==> src/rtl/smul_pkg.sv <==
package smul_pkg;

    typedef enum logic [0:0] {
        PH_IDLE = 1'b0,
        PH_RUN  = 1'b1
    } phase_e;

    // width of a counter that must hold values 0 .. n-1
    function automatic int count_bits(input int n);
        return (n < 2) ? 1 : $clog2(n);
    endfunction

endpackage

==> src/rtl/smul_addsub.sv <==
module smul_addsub #(
    parameter int W = 9
) (
    input  logic [W-1:0] a,
    input  logic [W-1:0] b,
    input  logic         sub,
    output logic [W-1:0] y
);
    // ripple adder; subtract = a + ~b + 1 with the carry-in set
    logic [W-1:0] carry;
    logic [W-1:0] bx;

    assign carry[0] = sub;

    for (genvar i = 0; i < W; i++) begin : g_bit
        assign bx[i] = b[i] ^ sub;
        assign y[i]  = a[i] ^ bx[i] ^ carry[i];
        if (i < W - 1) begin : g_carry
            assign carry[i+1] = (a[i] & bx[i]) | (carry[i] & (a[i] ^ bx[i]));
        end
    end

endmodule

==> src/rtl/smul_ctrl.sv <==
module smul_ctrl
    import smul_pkg::*;
#(
    parameter int N = 8
) (
    input  logic clk,
    input  logic rst,
    input  logic start,
    output logic load,
    output logic step,
    output logic last,
    output logic ready,
    output logic done
);
    localparam int CW = count_bits(N);

    phase_e        phase;
    logic [CW-1:0] left;

    assign ready = (phase == PH_IDLE);
    assign load  = start && ready;
    assign step  = (phase == PH_RUN);
    assign last  = step && (left == '0);

    always_ff @(posedge clk) begin
        if (rst) begin
            phase <= PH_IDLE;
            left  <= '0;
            done  <= 1'b0;
        end else begin
            done <= last;
            if (load) begin
                phase <= PH_RUN;
                left  <= CW'(N - 1);
            end else if (step) begin
                if (left == '0) phase <= PH_IDLE;
                else            left  <= left - 1'b1;
            end
        end
    end

    AST_DONE_PULSE: assert property (@(posedge clk) disable iff (rst)
        done |=> !done);
    AST_DONE_READY: assert property (@(posedge clk) disable iff (rst)
        done |-> ready);
    AST_ACCEPT_BUSY: assert property (@(posedge clk) disable iff (rst)
        load |=> !ready);
    AST_RUN_CONTINUES: assert property (@(posedge clk) disable iff (rst)
        (step && !last) |=> step);

endmodule

==> src/rtl/smul_dpath.sv <==
module smul_dpath #(
    parameter int N = 8
) (
    input  logic           clk,
    input  logic           rst,
    input  logic           load,
    input  logic           step,
    input  logic           last,
    input  logic [N-1:0]   mcand_in,
    input  logic [N-1:0]   mplier_in,
    output logic [2*N-1:0] product
);
    localparam int AW = N + 1;

    logic [N-1:0]  mcand_q;
    logic [AW-1:0] acc;
    logic [N-1:0]  low;
    logic [AW-1:0] addend;
    logic [AW-1:0] sum;
    logic [AW-1:0] nxt;

    assign addend = {mcand_q[N-1], mcand_q};

    smul_addsub #(.W(AW)) u_addsub (
        .a   (acc),
        .b   (addend),
        .sub (last),
        .y   (sum)
    );

    assign nxt     = low[0] ? sum : acc;
    assign product = {acc[N-1:0], low};

    always_ff @(posedge clk) begin
        if (rst) begin
            mcand_q <= '0;
            acc     <= '0;
            low     <= '0;
        end else if (load) begin
            mcand_q <= mcand_in;
            acc     <= '0;
            low     <= mplier_in;
        end else if (step) begin
            acc <= {nxt[AW-1], nxt[AW-1:1]};
            low <= {nxt[0], low[N-1:1]};
        end
    end

    AST_IDLE_HOLD: assert property (@(posedge clk) disable iff (rst)
        (!load && !step) |=> $stable(product));
    AST_OPND_STABLE: assert property (@(posedge clk) disable iff (rst)
        step |=> $stable(mcand_q));

endmodule

==> src/rtl/smul_top.sv <==
module smul_top #(
    parameter int N = 8
) (
    input  logic           clk,
    input  logic           rst,
    input  logic           start,
    input  logic [N-1:0]   mcand,
    input  logic [N-1:0]   mplier,
    output logic           ready,
    output logic           done,
    output logic [2*N-1:0] product
);
    logic load;
    logic step;
    logic last;

    smul_ctrl #(.N(N)) u_ctrl (
        .clk   (clk),
        .rst   (rst),
        .start (start),
        .load  (load),
        .step  (step),
        .last  (last),
        .ready (ready),
        .done  (done)
    );

    smul_dpath #(.N(N)) u_dpath (
        .clk       (clk),
        .rst       (rst),
        .load      (load),
        .step      (step),
        .last      (last),
        .mcand_in  (mcand),
        .mplier_in (mplier),
        .product   (product)
    );

    AST_START_MEANS_ACCEPT: assert property (@(posedge clk) disable iff (rst)
        (start && ready) |=> (!ready && !done));

endmodule

==> config.mk <==
export PLATFORM = sky130hd
export DESIGN_NAME = smul_top
export DESIGN_NICKNAME = d
export VERILOG_FILES = /design/src/rtl/smul_pkg.sv /design/src/rtl/smul_addsub.sv /design/src/rtl/smul_ctrl.sv /design/src/rtl/smul_dpath.sv /design/src/rtl/smul_top.sv
export SDC_FILE = /design/constraint.sdc
export NUM_CORES = 1
export LEC_CHECK = 0
export BUFFER_PORTS_ARGS = -buffer_cell sky130_fd_sc_hd__buf_4
export CELL_PAD_IN_SITES_DETAIL_PLACEMENT = 0
export CELL_PAD_IN_SITES_GLOBAL_PLACEMENT = 1
export CORE_ASPECT_RATIO = 0.6
export CORE_MARGIN = 3
export CORE_UTILIZATION = 41
export CTS_CLUSTER_SIZE = 24
export DETAILED_ROUTE_END_ITERATION = 10
export GPL_TIMING_DRIVEN = 0
export PLACE_DENSITY = 0.91
export SYNTH_ARGS = -nofsm -noshare
export SYNTH_HDL_FRONTEND = slang
export SYNTH_HIERARCHICAL = 1
export SYNTH_SLANG_ARGS = --single-unit
==> constraint.sdc <==
create_clock -name clk -period 5.8 [get_ports clk]
set_clock_uncertainty 0.2 [all_clocks]
set_input_delay 0.58 -clock clk [delete_from_list [all_inputs] [get_ports clk]]
set_output_delay 0.58 -clock clk [all_outputs]
set_load 0.03 [all_outputs]
==> impl_results.md <==
* Synth top area cells: dfxtp_1, mux2i_1, fa_1
* Die height at approximately 55 µm
* DRC viols at 0
* Leak pwr at 0.8602 nW
* Vias/cell at 4.808
* Most numerous cell in the Yosys netlist: dfxtp_1
* Synthesized instance count at 160
* Drt pass-1 iters at 4
* TNS Setup at 0 ns
* Global-route wire length before repair at around 5.3 mm
* CP Capture Type: register
* Avg WL per Cell at ~13 µm
* Clock Tree Root: clkbuf_8
* Sequential share of the synthesized area at 0.3539
* Clk Latency, worst-skew pair at roughly 0.28 ns
* Die Area at roughly 4800 µm²
* Layout cells sized above 1 at 0.3399
* # fillers at between 300 and 400
* XOR/XNOR Fraction of Synth Area at 0.06331
* Post-synthesis mux area share at 0.1472
* N_diodes at 0
* Die span in x at 87.66 µm
* Worst hold start: u_ctrl/left[2]
* Peak supply drop at approximately 0.00011 V
* Vias in the first global route at ~1.1k
* Gr ovfl total at 0
* Syn. warnings at 6
* Async set-reset flop share out of synthesis at 0
* Post-synth EDFFs at 0
* Mapped Area at about 1600 µm²
* Worst-case clock buffer depth at 2
* Compound-Gate Fraction of Synth Area at 0.1358
* Adder-Cell Fraction of Synth Area at 0.1007
* GRT Util Overall at 0.1515
* Period Utilization, post-route at 0.7977
* Total number of vias at roughly 1.2k
* Fin util at 0.5460
* Number of synthesized register bits at 29
* Status: complete, no violations
* Crit path launch type: register
* Iter 0 DRT Violations at 57
* Final Critical Period at 4.627 ns
* I/O Buffers at 36
* Worst R2R Setup Slack at roughly 1.2 ns
* Post-CTS Hold Buffers at 0
* Setup Fix Bufs, Post-CTS at 0
* Slew @ Worst Pin at 0.4706 ns
* Hold path cells at 2
* RSZ-0062 raised after global routing: false
* Final Hold Vio Count at 0
* Max-slew violation count at 0
* Hold EP: u_ctrl/left[2]
* P&R area growth vs syn at 25.32%
* Number of max-cap violations at 0
* Row count at 17
* Synth area leader: dfxtp_1
* Area of the core at 3765 µm²
* Nets@finish at about 230
* CTS H-tree depth at 2
* Largest net degree at the start of global routing at 11
* Hpwl dp at 2.460 mm
* Avg Cell Area, Syn at 10.25 µm²
* Num Clock Sinks at 29
* Power Dens Cells at 264.4 nW/µm²
* Routability Congestion at 0.7855
* Synth cell count leaders: dfxtp_1, mux2i_1, nor2_1, inv_1, xnor2_1
* Total power at 0.5436 mW
* R2r endpoint: u_dpath/acc[7]
* Routed Antenna Nets at 0
* Share of the synthesized area in the top cell type at 0.3539
* Initial antenna violation count at 0
* Worst Reg2Reg Path Length in Cells at 18
* Synth Area in Simple Gates at 0.1137
* FMAX at between 200 and 250 MHz
* Final setup fails at 0
* Critical path class: reg2reg
* CTS tree: done
* Initial Util at 0.4357
* Worst path arrival time at between 4 and 5 ns
* PostCTS Resize Cnt at 0
* Num CTS Buffers at 5
* Reg2reg start: u_ctrl/left[0]
* Path category of the worst min-delay check: reg2reg
* I/O pins at 37
* Required @ worst endpoint at 5.82 ns
* Most used DFF post-synth: dfxtp_1
* Syn_nets at approximately 190
* Largest family of logic cells by synthesized area: multiplexers
* CP Max Fanout at 9
* Drt total wl at 3.277 mm
* Worst-path clk slew at 0.06 ns
* Worst slew margin at 0.6863
* Library cells used by synthesis at 35
kinds of logic after synthesis:
| kind of cell | after synthesis |
|---|---|
| buffers and inverters | 28 |
| AO/OA/AOI/OAI | 24 |
| XOR/XNOR | 11 |
| adder cells (fa/ha/maj) | 9 |
| multiplexers | 24 |
| AND/OR/NAND/NOR | 35 |
| flip-flops | 29 |
critical path: stages, from the launching register on:
cell	delay, ns
dfxtp_1	0.31
inv_1	0.11
ha_1	0.22
nand3b_2	0.12
inv_1	0.09
buf_6	0.15
xor2_1	0.19
fa_1	0.19
inv_1	0.05
fa_1	0.40
fa_1	0.41
fa_1	0.40
fa_1	0.39
fa_1	0.40
fa_1	0.41
xnor2_1	0.19
xnor2_1	0.14
nand3_1	0.09
a21oi_1	0.13
registers in the layout, indices dropped and copies added, names as in the netlist:
signal / count
u_ctrl/done: 1
u_ctrl/left: 3
u_ctrl/step: 1
u_dpath/acc: 8
u_dpath/low: 8
u_dpath/mcand_q: 8
area by class of cell:
| cell class | count | area, µm² | area share |
|---|---|---|---|
| tap | 47 | 58.81 | 0.02861 |
| sequential | 29 | 580.6 | 0.2824 |
| multi-input combinational | 103 | 919.6 | 0.4474 |
| clock buffer | 7 | 86.33 | 0.04200 |
| inverter | 18 | 67.56 | 0.03287 |
| buffer | 10 | 72.57 | 0.03530 |
| timing repair buffer | 36 | 270.3 | 0.1315 |
report_power, final:
group / internal (mW) / switching (mW) / total, mW
clock: 0.0939 / 0.0723 / 0.166
combinational: 0.0667 / 0.0807 / 0.147
sequential: 0.215 / 0.0147 / 0.230
layer usage:
layer  part of all wire  global-route usage  vias up
met1               0.54              0.2172      550
li1                   -                   -      616
met3              0.052             0.04142        7
met2               0.39              0.1963       29
met4              0.021             0.09694        0
met5                  0                   0        -
worst max-delay path by stage:
stage                   startpoint        endpoint  slack (ns)
finish              u_ctrl/left[0]  u_dpath/acc[7]        1.17
global route        u_ctrl/left[0]  u_dpath/acc[7]        0.87
CTS                 u_ctrl/left[0]  u_dpath/acc[7]        1.15
detailed placement  u_ctrl/left[0]  u_dpath/acc[7]        1.18
global placement    u_ctrl/left[0]  u_dpath/acc[7]        1.23
floorplan           u_ctrl/left[0]  u_dpath/acc[7]        1.46
stage by stage:
stage	setup slack [ns]	cells	hold WS [ns]	instance area [µm²]
detailed placement	1.180	243	0.2680	1969
global placement	1.229	243	0.2654	1969
floorplan	1.461	160	0.2423	1640
global route	0.8709	250	0.2918	2056
finish	1.173	250	0.2809	2056
CTS	1.155	250	0.2803	2056
placed cells by master, fill, tap and decap left out, types with 2 or more instances in the layout:
| cell type | Yosys | final |
|---|---|---|
| inv_1 | 17 | 17 |
| nand2_1 | 2 | 2 |
| dfxtp_1 | 29 | 29 |
| a21oi_2 | 2 | 2 |
| mux2i_1 | 23 | 23 |
| buf_6 | 3 | 3 |
| buf_2 | 4 | 4 |
| clkbuf_8 | 0 | 6 |
| xor2_1 | 2 | 2 |
| a211oi_1 | 7 | 7 |
| a21oi_1 | 2 | 2 |
| buf_4 | 2 | 38 |
| nor2b_1 | 7 | 7 |
| nor2_1 | 18 | 18 |
| a211oi_2 | 7 | 7 |
| fa_1 | 7 | 7 |
| xnor2_1 | 8 | 8 |
| ha_1 | 2 | 2 |
No activity file was read; power rests on OpenSTA's default activity.
